**src/rtl/loopseq_pkg.sv**
```systemverilog
package loopseq_pkg;

  // Strobes from the sequencing control to the stage datapath.
  typedef struct packed {
    logic load;     // begin a run: seed stage 0, clear exit bookkeeping
    logic advance;  // end of an unstalled interval: shift the stage vector
    logic finish;   // this advance retires the last live iteration
  } seqStrobes_t;

endpackage

```
**src/rtl/seq_exit_arbiter.sv**
```systemverilog
module seq_exit_arbiter #(
  parameter int NUM_STAGES = 4,
  localparam int IdW = (NUM_STAGES > 1) ? $clog2(NUM_STAGES) : 1
) (
  input  logic [NUM_STAGES-1:0] req,
  output logic                  hit,
  output logic [IdW-1:0]        winner
);

  // Scan upward so the highest requesting stage (oldest iteration) wins.
  always_comb begin
    hit    = 1'b0;
    winner = '0;
    for (int s = 0; s < NUM_STAGES; s++) begin
      if (req[s]) begin
        hit    = 1'b1;
        winner = IdW'(s);
      end
    end
  end

endmodule

```
**src/rtl/seq_control.sv**
```systemverilog
module seq_control
  import loopseq_pkg::*;
#(
  parameter int INIT_INTERVAL = 2,
  localparam int CntW = (INIT_INTERVAL > 1) ? $clog2(INIT_INTERVAL) : 1
) (
  input  logic        clk,
  input  logic        rstN,
  input  logic        start,
  input  logic        stall,
  input  logic        emptyNext,
  output seqStrobes_t strobes,
  output logic        done
);

  typedef enum logic {ST_IDLE, ST_RUN} seqState_t;

  seqState_t      state;
  logic [CntW-1:0] slotCnt;
  logic            lastSlot;

  assign lastSlot = (slotCnt == CntW'(INIT_INTERVAL - 1));

  always_comb begin
    strobes.load    = (state == ST_IDLE) && start;
    strobes.advance = (state == ST_RUN) && !stall && lastSlot;
    strobes.finish  = strobes.advance && emptyNext;
  end

  always_ff @(posedge clk) begin
    if (!rstN) begin
      state   <= ST_IDLE;
      slotCnt <= '0;
      done    <= 1'b0;
    end else begin
      done <= strobes.finish;
      case (state)
        ST_IDLE: begin
          if (start) begin
            state   <= ST_RUN;
            slotCnt <= '0;
          end
        end
        ST_RUN: begin
          if (!stall) begin
            slotCnt <= lastSlot ? '0 : slotCnt + CntW'(1);
            if (strobes.finish) state <= ST_IDLE;
          end
        end
        default: state <= ST_IDLE;
      endcase
    end
  end

endmodule

```
**src/rtl/seq_datapath.sv**
```systemverilog
module seq_datapath
  import loopseq_pkg::*;
#(
  parameter int NUM_STAGES = 4,
  localparam int IdW = (NUM_STAGES > 1) ? $clog2(NUM_STAGES) : 1,
  localparam int PosW = $clog2(NUM_STAGES + 1)
) (
  input  logic                  clk,
  input  logic                  rstN,
  input  seqStrobes_t           strobes,
  input  logic                  stall,
  input  logic [NUM_STAGES-1:0] exitCond,
  output logic [NUM_STAGES-1:0] stageEn,
  output logic [NUM_STAGES-1:0] stageValid,
  output logic                  exiting,
  output logic                  emptyNext,
  output logic [IdW-1:0]        exitId
);

  logic [NUM_STAGES-1:0] eligible;
  logic [NUM_STAGES-1:0] keepMask;
  logic [NUM_STAGES-1:0] survivors;
  logic [NUM_STAGES-1:0] nextValid;
  logic                  hit;
  logic [IdW-1:0]        winner;
  logic [PosW-1:0]       pendPos;   // current stage of the pending exiter
  logic [IdW-1:0]        pendId;    // stage index where it raised the exit
  logic                  inject;

  // Exit qualification and squash mask, one slice per stage.
  for (genvar s = 0; s < NUM_STAGES; s++) begin : g_stage
    logic olderThanPend;
    assign olderThanPend = !exiting || (PosW'(s) > pendPos);
    assign eligible[s]   = stageValid[s] && exitCond[s] && olderThanPend;
    assign keepMask[s]   = !hit || (IdW'(s) >= winner);
  end

  seq_exit_arbiter #(.NUM_STAGES(NUM_STAGES)) u_arb (
    .req   (eligible),
    .hit   (hit),
    .winner(winner)
  );

  assign inject    = !exiting && !hit;
  assign survivors = stageValid & keepMask;
  assign nextValid = (survivors << 1) | NUM_STAGES'(inject);
  assign emptyNext = (nextValid == '0);
  assign stageEn   = stageValid & {NUM_STAGES{!stall}};

  always_ff @(posedge clk) begin
    if (!rstN) begin
      stageValid <= '0;
      exiting    <= 1'b0;
      pendPos    <= '0;
      pendId     <= '0;
      exitId     <= '0;
    end else if (strobes.load) begin
      stageValid <= NUM_STAGES'(1);
      exiting    <= 1'b0;
      pendPos    <= '0;
      pendId     <= '0;
      exitId     <= '0;
    end else if (strobes.advance) begin
      stageValid <= nextValid;
      if (hit) begin
        exiting <= 1'b1;
        pendPos <= PosW'(winner) + PosW'(1);
        pendId  <= winner;
      end else if (exiting) begin
        pendPos <= pendPos + PosW'(1);
      end
      if (strobes.finish) exitId <= hit ? winner : pendId;
    end
  end

endmodule

```
**src/rtl/kernel_loop_sequencer.sv**
```systemverilog
module kernel_loop_sequencer
  import loopseq_pkg::*;
#(
  parameter int NUM_STAGES = 4,
  parameter int INIT_INTERVAL = 2,
  localparam int IdW = (NUM_STAGES > 1) ? $clog2(NUM_STAGES) : 1
) (
  input  logic                  clk,
  input  logic                  rstN,
  input  logic                  start,
  input  logic                  stall,
  input  logic [NUM_STAGES-1:0] exitCond,
  output logic [NUM_STAGES-1:0] stageEn,
  output logic                  done,
  output logic [IdW-1:0]        exitId
);

  seqStrobes_t           strobes;
  logic                  emptyNext;
  logic [NUM_STAGES-1:0] stageValid;
  logic                  exiting;

  seq_control #(.INIT_INTERVAL(INIT_INTERVAL)) u_ctl (
    .clk      (clk),
    .rstN     (rstN),
    .start    (start),
    .stall    (stall),
    .emptyNext(emptyNext),
    .strobes  (strobes),
    .done     (done)
  );

  seq_datapath #(.NUM_STAGES(NUM_STAGES)) u_dp (
    .clk       (clk),
    .rstN      (rstN),
    .strobes   (strobes),
    .stall     (stall),
    .exitCond  (exitCond),
    .stageEn   (stageEn),
    .stageValid(stageValid),
    .exiting   (exiting),
    .emptyNext (emptyNext),
    .exitId    (exitId)
  );

endmodule

```
**config.mk**
```make
export PLATFORM = sky130hd
export DESIGN_NAME = kernel_loop_sequencer
export DESIGN_NICKNAME = d
export VERILOG_FILES = /design/src/rtl/loopseq_pkg.sv /design/src/rtl/seq_exit_arbiter.sv /design/src/rtl/seq_control.sv /design/src/rtl/seq_datapath.sv /design/src/rtl/kernel_loop_sequencer.sv
export SDC_FILE = /design/constraint.sdc
export NUM_CORES = 1
export LEC_CHECK = 0
export BUFFER_PORTS_ARGS = -buffer_cell sky130_fd_sc_hd__buf_2
export CORE_MARGIN = 2
export CORE_UTILIZATION = 45
export DETAILED_ROUTE_END_ITERATION = 7
export PLACE_DENSITY = 0.68
export REMOVE_ABC_BUFFERS = 1
export SETUP_SLACK_MARGIN = 0.1
export SLEW_MARGIN = 20
export SYNTH_ARGS = -nofsm -noshare
export SYNTH_HDL_FRONTEND = slang
export SYNTH_SLANG_ARGS = --single-unit
export TNS_END_PERCENT = 10
```
**constraint.sdc**
```tcl
create_clock -name clk -period 4 [get_ports clk]
set_input_delay 0.2 -clock clk [delete_from_list [all_inputs] [get_ports clk]]
set_output_delay 0.2 -clock clk [all_outputs]
set_load 0.02 [all_outputs]
```
==> results of run 1 <==
==> layer usage <==
layer / part of all wire (%) / GRT usage, % / wire length (um)
met3: 5.3 / 3.46 / 100
met2: 47 / 32.6 / 882
met4: 2.1 / 11.1 / 39
met1: 46 / 26.4 / 862
met5: 0 / 0 / 0
==> cells in the final DEF (no fill, tap or decap), drive strengths merged <==
master | Yosys | routed
nand4b | 1 | 1
buf | 1 | 14
a21bo | 1 | 1
clkbuf | 1 | 3
a31o | 1 | 1
o21ai | 7 | 7
inv | 3 | 3
mux2i | 1 | 1
a221oi | 1 | 1
o211a | 1 | 1
or3 | 3 | 3
a31oi | 3 | 3
o22ai | 2 | 2
a211oi | 1 | 1
nand3 | 2 | 2
a32o | 1 | 1
and2 | 6 | 6
clkinvlp | 0 | 1
a21oi | 6 | 6
o311ai | 2 | 2
ha | 1 | 1
nor2b | 6 | 6
o221a | 1 | 1
a311o | 1 | 1
dfxtp | 15 | 15
o2111ai | 1 | 1
nand2b | 1 | 1
nand3b | 2 | 2
a22oi | 2 | 2
o31ai | 1 | 1
nand2 | 9 | 9
a21o | 1 | 1
o22a | 1 | 1
xnor2 | 1 | 1
a311oi | 1 | 1
and3 | 2 | 2
nand4 | 1 | 1
nor2 | 7 | 7
==> power breakdown <==
part           switching (uW)  leakage, uW  total, uW  internal [uW]
clock network            51.2    0.0000139       89.2           38.0
logic                    13.1     0.000233       21.5           8.37
registers                2.00     0.000121        153            151
total                    66.4     0.000369        264            198
==> layout make-up <==
type                       instances  area (um^2)  share of cell area [%]
clock buffer                       3         22.5                    2.35
inverter                           3         11.3                    1.18
multi-input combinational         78          514                    53.7
clock inverter                     1         7.51                   0.784
timing repair buffer              14         70.1                    7.32
tap                               25         31.3                    3.27
sequential                        15          300                    31.4
==> cells by family after synthesis <==
kind of cell | after synthesis | share of synthesized area [%]
simple gates | 40 | 26.8
flops | 15 | 35.9
xor+xnor | 1 | 1.05
fa+ha+maj | 1 | 1.49
mux | 1 | 1.20
compound gates | 35 | 30.9
buf+inv | 5 | 2.69
==> synth_stat cells, types with 2 or more instances <==
cell type	number	area (um^2)
nand2_1	8	30.0
a22oi_1	2	15.0
and2_2	2	15.0
nor2b_1	6	37.5
nor2_1	7	26.3
nand3b_1	2	15.0
dfxtp_1	15	300
o311ai_0	2	17.5
nand3_1	2	10.0
inv_1	3	11.3
and3_1	2	12.5
a21oi_1	6	30.0
and2_1	4	25.0
o21ai_0	7	35.0
a31oi_1	3	18.8
==> flip-flops by register name (all words and copies together) (netlist names) <==
register,flops
u_dp.exitId,2
u_ctl.done,1
u_dp.pendId,2
u_dp.exiting,1
u_ctl.lastSlot,1
u_ctl.state,1
u_dp.pendPos,3
u_dp.stageValid,4
==> critical path, cell delays in order (launching register included) <==
cell     delay (ns)
dfxtp_1        0.42
and2_2         0.24
or3_2          0.48
o21ai_0        0.18
a31o_2         0.17
ha_1           0.18
nor2b_1        0.13
o21ai_0        0.07
a31oi_1        0.16
==> through the flow <==
| step | cell area (um^2) | total power (uW) |
|---|---|---|
| after global placement | 927 | 178 |
| after floorplan | 826 | 169 |
| after global routing | 957 | 276 |
| after detailed placement | 927 | 178 |
| after CTS | 957 | 267 |
| final | 957 | 264 |
==> worst paths after layout <==
kind	from	endpoint	slack, ns	cells after the start
setup / recovery	u_dp.exiting$_SDFFE_PP0P_	u_dp.pendPos[2]$_SDFFE_PP0P_	1.90	8
hold / removal	rstN	u_dp.stageValid[0]$_SDFFE_PN0P_	0.16	3
setup reg to reg	u_dp.exiting$_SDFFE_PP0P_	u_dp.pendPos[2]$_SDFFE_PP0P_	1.90	8
hold reg to reg	u_dp.pendId[1]$_SDFFE_PP0P_	u_dp.pendId[1]$_SDFFE_PP0P_	0.48	2
==> results.json, run 1 <==
{
  "crit_required_ns": 4.22,
  "core.rowCount": 15,
  "max_cap_viol_count": 0,
  "hold_viol": 0,
  "synth_area_um2": 837,
  "worstMarginPinSlew_ns": 0.599,
  "num_vias": 794,
  "p_per_area_mw_per_mm2": 276,
  "arrival_ns": 2.32,
  "initial_core_util_pct": 48.0,
  "cts_made_buffers": 3,
  "path_max_fanout": 12,
  "core_mm2": 0.00175,
  "setup_slack_ns": 1.90,
  "hold_ws_ns": 0.156,
  "vdd_drop_max_mv": 0.149,
  "hold_path_class": "in2reg",
  "post_cts_buffers": 0,
  "finalSetupViolations": 0,
  "synth-edff-count": 0,
  "cts_tree": "built",
  "relSlewSlack_pct": 59.8,
  "viasPerCell": 5.71,
  "area_growth_pct": 14.3,
  "p_leak_uw": 0.000369,
  "drt-total-wl_mm": 1.88,
  "placedCellCount": 135,
  "critPathCaptureType": "flip-flop",
  "clock-sinks": 15,
  "fmax_ghz": 0.476,
  "status": "finished clean",
  "min_period_ns": 2.10,
  "place_ws_ns": 1.96,
  "wl_per_cell_um": 13.6,
  "cts_resized": 0,
  "gp_congestion": 0.869,
  "cp-start-kind": "flip-flop",
  "worst_skew_pair.late_latency_ns": 0.29,
  "root_buffer": "clkbuf_4",
  "synth_seq_area_share_pct": 35.9,
  "cts_max_path_buffers": 2,
  "dpl.hpwl_mm": 1.41,
  "fillers": 185,
  "worstSetupPathType": "reg2reg",
  "slew_violations": 0,
  "fin_tns_setup_ns": 0,
  "remaining_drc_errors": 0,
  "overflow": 0,
  "drive_above_1_share_pct": 24.6,
  "avgSynthCellArea_um2": 8.54,
  "yosysUniqueCellTypes": 42,
  "grt_pass1_vias": 753,
  "cts_hold_buf": 0,
  "num_io_pins": 15,
  "post-route-util_pct": 54.8,
  "final_nets": 124,
  "synth_seq_cells": 15,
  "antenna_found_initial": 0,
  "h-tree-depth": 1,
  "fp.dieArea_mm2": 0.00222,
  "timing.final.crit_share_pct": 52.5,
  "first_pass_iters": 4,
  "track_usage_pct": 20.5,
  "final.setup_skew_ns": 0.00453,
  "ys.flop_type": "dfxtp_1",
  "ys_warn_count": 0,
  "instances_no_fill": 139,
  "syn_inst": 98,
  "fp.dieH_um": 47.1,
  "grt_pass1_wl_mm": 3.17,
  "rsz0062_at_grt": "false",
  "portBuffers": 14,
  "async_flop_share_pct": 0,
  "antenna_left": 0,
  "diodes": 0,
  "grt_start_max_net_pins": 13,
  "path_clk_slew_ns": 0.09,
  "drt_iter0_drc": 37,
  "die_w_um": 47.1
}
(Power assumes the default switching activity.)
==> inputs of run 2 (changes only) <==
==> constraint.sdc (replaced) <==
create_clock -name clk -period 1.95 [get_ports clk]
set_input_delay 0.0975 -clock clk [delete_from_list [all_inputs] [get_ports clk]]
set_output_delay 0.0975 -clock clk [all_outputs]
set_load 0.02 [all_outputs]
==> run 2 against run 1 <==
Via count increased by 8.8%. Setup slack got worse by 1.8 ns. Hold slack got worse by 0.11 ns. Critical path type unchanged. Sequential share of layout area decreased by 3.3 points. Combinational power increased by 120%. Sequential power increased by 100%. Critical endpoint unchanged.
==> results.json, run 2 (synthesis gave the netlist of run 1 again) <==
{
  "status": "finished clean",
  "crit_required_ns": 2.11,
  "overflow": 0,
  "max_cap_viol_count": 0,
  "fp.dieH_um": 47.1,
  "fp.dieArea_mm2": 0.00222,
  "drt_iter0_drc": 38,
  "final_nets": 137,
  "grt_start_max_net_pins": 11,
  "top_regs": "u_dp.stageValid x4, u_dp.pendPos x3",
  "diodes": 0,
  "rsz0062_at_grt": "true",
  "cts_made_buffers": 3,
  "clock-sinks": 15,
  "min_period_ns": 1.83,
  "final.setup_skew_ns": 0.00226,
  "fin_tns_setup_ns": 0,
  "met2_length_mm": 1.02,
  "finalSetupViolations": 0,
  "arrival_ns": 2.00,
  "slew_violations": 0,
  "switchingPower_uw": 145,
  "cts_tree": "built",
  "viasPerCell": 5.68,
  "pwr-share-comb_pct": 8.8,
  "antenna_found_initial": 0,
  "critPathCaptureType": "flip-flop",
  "p_per_area_mw_per_mm2": 502,
  "hold_path_class": "in2reg",
  "h-tree-depth": 1,
  "fillers": 156,
  "worstSetupPathType": "reg2reg",
  "gp_congestion": 0.886,
  "num_vias": 864,
  "wl_met3_um": 110,
  "drive_above_1_share_pct": 38.6,
  "drt-total-wl_mm": 2.15,
  "track_usage_pct": 20.6,
  "remaining_drc_errors": 0,
  "wl_met1_um": 979,
  "worst_skew_pair.late_latency_ns": 0.28,
  "p_seq_share_pct": 56.7,
  "timing.final.crit_share_pct": 94.1,
  "dpl.hpwl_mm": 1.54,
  "fmax_ghz": 0.545,
  "grt_pass1_vias": 748,
  "first_pass_iters": 4,
  "area_growth_pct": 31.4,
  "internal-power_uw": 407,
  "post-route-cell-area_mm2": 0.00110,
  "path_clk_slew_ns": 0.10,
  "core_mm2": 0.00175,
  "initial_core_util_pct": 48.0,
  "core.rowCount": 15,
  "final_common_cell": "buf_2",
  "mostFrequentLayoutCells": "buf_2 (14), buf_4 (13), dfxtp_1 (10)",
  "portBuffers": 14,
  "p_clk_share_pct": 34.5,
  "postPlaceCellArea_um2": 995,
  "largest_reg_flops": 4,
  "worstMarginPinSlew_ns": 0.529,
  "num_io_pins": 15,
  "regMostFlops": "u_dp.stageValid",
  "sw_frac_of_total_pct": 26.2,
  "root_buffer": "clkbuf_4",
  "post-route-util_pct": 63.0,
  "cp-start-kind": "flip-flop",
  "wl_per_cell_um": 14.1,
  "grt_pass1_wl_mm": 3.19,
  "p_leak_uw": 0.000440,
  "cts_max_path_buffers": 2,
  "hold_viol": 0,
  "antenna_left": 0,
  "relSlewSlack_pct": 64.8,
  "die_w_um": 47.1,
  "routed.top_layer": "met4",
  "path_max_fanout": 4,
  "vdd_drop_max_mv": 0.431
}
-- run 2: cell types whose count changed in the layout (fill, tap and decap cells not counted), sizes merged --
cell  change
buf      +13
-- run 2: worst max-delay path, cell delays in order (launching register included) --
cell and delay [ns]:
dfxtp_2 0.35, or3_4 0.40, o22a_2 0.24, a31o_4 0.23, ha_4 0.16, nor2b_4 0.12
o21ai_1 0.13, a31oi_1 0.09
-- run 2: area by class of cell --
class,instances,area [um^2],area share (%)
clock inverters,1,7.51,0.683
clock buffers,3,22.5,2.05
well taps,25,31.3,2.84
repair buffers,27,168,15.2
flip-flops and latches,15,309,28.1
inverters,3,11.3,1.02
multi-input cells,78,551,50.1
-- run 2: metal layers --
| layer | GRT usage (%) | vias to the layer above |
|---|---|---|
| li1 | - | 429 |
| met1 | 26.2 | 395 |
| met5 | 0 | - |
| met4 | 9.44 | 0 |
| met3 | 4.23 | 4 |
| met2 | 33.4 | 36 |
-- run 2: timing repair --
item | 4_1_cts | 5_1_grt
hold buffers | 0 | 0
setup buffers | 2 | 2
endpoints found under the setup margin | 2 | 2
pin swaps | 1 | 7
resized for setup | 6 | 9
-- run 2: through the flow --
step	instances	power, uW	hold WS [ns]	worst slack, ns
after global placement	144	367	0.353	0.0658
after detailed placement	144	367	0.359	0.0341
after floorplan	96	346	0.207	0.0789
final	152	552	0.0502	0.116
after global routing	152	582	0.0431	0.0374
after CTS	150	552	0.0510	0.106
-- run 2: power by group through the flow --
stage               combinational (uW)  sequential [uW]  clock, uW
floorplan                         25.6              321          0
global placement                  44.8              322          0
detailed placement                45.2              322          0
CTS                               47.1              315        190
global route                      52.9              314        215
finish                            48.3              313        191
-- run 2: final timing paths --
| kind | start | slack [ns] | cells after the start | endpoint |
|---|---|---|---|---|
| max | u_dp.pendPos[0]$_SDFFE_PP0P_ | 0.12 | 7 | u_dp.pendPos[2]$_SDFFE_PP0P_ |
| min | rstN | 0.05 | 3 | u_dp.stageValid[0]$_SDFFE_PN0P_ |
| max reg2reg | u_dp.pendPos[0]$_SDFFE_PP0P_ | 0.12 | 7 | u_dp.pendPos[2]$_SDFFE_PP0P_ |
| min reg2reg | u_dp.stageValid[2]$_SDFFE_PP0P_ | 0.50 | 2 | u_dp.stageValid[2]$_SDFFE_PP0P_ |
==> inputs of run 3 (changes only) <==
--- a/config.mk
+++ b/config.mk
@@ -5,11 +5,12 @@
 export SDC_FILE = /design/constraint.sdc
 export NUM_CORES = 1
 export LEC_CHECK = 0
-export BUFFER_PORTS_ARGS = -buffer_cell sky130_fd_sc_hd__buf_2
 export CORE_MARGIN = 2
 export CORE_UTILIZATION = 45
+export CTS_BUF_LIST = sky130_fd_sc_hd__clkbuf_2
 export DETAILED_ROUTE_END_ITERATION = 7
-export PLACE_DENSITY = 0.68
+export DONT_BUFFER_PORTS = 1
+export PLACE_DENSITY = 0.61
 export REMOVE_ABC_BUFFERS = 1
 export SETUP_SLACK_MARGIN = 0.1
 export SLEW_MARGIN = 20
==> constraint.sdc (replaced) <==
create_clock -name clk -period 1.88 [get_ports clk]
set_input_delay 0.094 -clock clk [delete_from_list [all_inputs] [get_ports clk]]
set_output_delay 0.094 -clock clk [all_outputs]
set_load 0.02 [all_outputs]
==> run 3 against run 2 <==
First-iteration DRC count decreased by 29%. Hold slack worse by 0.046 ns. Die area did not move. Flip-flop and latch count unchanged. Clock power fell by 12%. Largest cell class unchanged.
==> results.json, run 3 (synthesis gave the netlist of run 1 again) <==
{
  "hold_path_class": "in2reg",
  "slew_violations": 0,
  "arrival_ns": 2.06,
  "vdd_drop_max_mv": 0.370,
  "min_period_ns": 1.81,
  "hold_ws_ns": 0.00387,
  "worst_skew_pair.late_latency_ns": 0.30,
  "overflow": 0,
  "drt_iter0_drc": 27,
  "path_clk_slew_ns": 0.15,
  "antenna_found_initial": 0,
  "grt_start_max_net_pins": 11,
  "critPathCaptureType": "flip-flop",
  "core.rowCount": 15,
  "cp-start-kind": "flip-flop",
  "fp.dieH_um": 47.1,
  "relSlewSlack_pct": 61.7,
  "regMostFlops": "u_dp.stageValid",
  "timing.final.crit_share_pct": 96.4,
  "fp.dieArea_mm2": 0.00222,
  "initial_core_util_pct": 48.0,
  "mostFrequentLayoutCells": "buf_4 (16), dfxtp_1 (11), nand2_1 (8)",
  "worstSetupPathType": "reg2reg",
  "fmax_ghz": 0.552,
  "fillers": 167,
  "crit_family": "compound AO/OA/AOI/OAI gates",
  "cts_max_path_buffers": 2,
  "final.setup_skew_ns": 0.00454,
  "max_cap_viol_count": 0,
  "gp_congestion": 0.915,
  "cts_made_buffers": 3,
  "cp_num_buf_inv": 0,
  "hold_viol": 0,
  "path_max_fanout": 3,
  "cpMostUsedCell": "o21ai_2",
  "num_io_pins": 15,
  "crit_required_ns": 2.12,
  "root_buffer": "clkbuf_2",
  "largest_reg_flops": 4,
  "p_per_area_mw_per_mm2": 510,
  "status": "finished clean",
  "track_usage_pct": 23.4,
  "final_common_cell": "buf_4",
  "grt_pass1_vias": 759,
  "remaining_drc_errors": 0,
  "final_nets": 128,
  "drive_above_1_share_pct": 32.2,
  "fin_tns_setup_ns": 0,
  "worstMarginPinSlew_ns": 0.570,
  "h-tree-depth": 1,
  "portBuffers": 0,
  "area_growth_pct": 25.9,
  "crit_chain": "or3_4 > a21o_1 > o21ai_2 > a31o_2 > ha_4 > nor2b_4 > o21ai_2 > a31oi_1",
  "crit_slowest_cell": "or3_4",
  "clock-sinks": 15,
  "antenna_left": 0,
  "cts_tree": "built",
  "first_pass_iters": 4,
  "p_leak_uw": 0.000397,
  "post-route-util_pct": 60.4,
  "core_mm2": 0.00175,
  "top_regs": "u_dp.stageValid x4, u_dp.pendPos x3",
  "num_vias": 854,
  "rsz0062_at_grt": "true",
  "drt-total-wl_mm": 2.30,
  "grt_pass1_wl_mm": 3.53,
  "finalSetupViolations": 0,
  "viasPerCell": 5.97,
  "wl_per_cell_um": 16.1,
  "dpl.hpwl_mm": 1.58,
  "critPathMaxStageDelay_ns": 0.39,
  "diodes": 0,
  "die_w_um": 47.1
}
==> run 3: cell types whose count changed in the layout (fill, tap and decap cells not counted), moves of 2 or more <==
cell,change
clkbuf_2,+4
buf_4,+3
dlygate4sd3_1,+2
clkbuf_4,-3
buf_2,-14
==> run 3: layout make-up <==
| type | instances | area, um^2 | share of cell area (%) |
|---|---|---|---|
| clock buffer | 4 | 20.0 | 1.90 |
| inverter | 3 | 11.3 | 1.07 |
| multi-input combinational | 78 | 546 | 51.8 |
| sequential | 15 | 305 | 29.0 |
| tap | 25 | 31.3 | 2.97 |
| timing repair buffer | 18 | 140 | 13.3 |
==> run 3: stage by stage <==
step | total power [uW] | area (um^2) | cells | worst slack (ns)
floorplan | 359 | 826 | 96 | 0.00885
global placement | 370 | 955 | 134 | 0.0344
detailed placement | 370 | 955 | 134 | -0.0302
CTS | 536 | 1030 | 142 | 0.106
global route | 561 | 1050 | 143 | -0.0299
finish | 537 | 1050 | 143 | 0.0677
==> run 3: final timing paths <==
check | startpoint | to | slack (ns) | depth (start not counted)
setup reg to reg | u_dp.pendPos[2]$_SDFFE_PP0P_ | u_dp.pendPos[2]$_SDFFE_PP0P_ | 0.07 | 8
setup / recovery | u_dp.pendPos[2]$_SDFFE_PP0P_ | u_dp.pendPos[2]$_SDFFE_PP0P_ | 0.07 | 8
hold / removal | start | u_dp.stageValid[0]$_SDFFE_PN0P_ | 0.004 | 2
hold reg to reg | u_dp.pendId[1]$_SDFFE_PP0P_ | u_dp.pendId[1]$_SDFFE_PP0P_ | 0.51 | 2
==> run 3: worst register-to-register path: stages (launching register included) <==
cell and delay, ns:
dfxtp_2 0.36, or3_4 0.39, a21o_1 0.21, o21ai_2 0.15
a31o_2 0.16, ha_4 0.15, nor2b_4 0.14, o21ai_2 0.06
a31oi_1 0.14
==> run 3: what timing repair did <==
action                     in CTS  in global routing
hold endpoints to repair        3                  0
resized for setup              10                  2
buffers inserted                2                  1
hold buffers                    2                  0
setup endpoints to repair       2                  4
pin swaps                       6                  5
==> run 3: per-layer routing <==
layer | part of all wire (%) | vias to the layer above | global-route usage (%)
met5 | 0 | - | 0
met1 | 45 | 415 | 32.2
met4 | 1.9 | 0 | 10.0
met2 | 49 | 24 | 36.2
met3 | 3.5 | 4 | 3.85
li1 | - | 411 | -
==> run 3: report_power, final <==
group          total, uW  switching [uW]  internal, uW
clock network        169             112          56.4
registers            327            4.68           323
logic               41.0            23.9          17.0
total                537             141           396
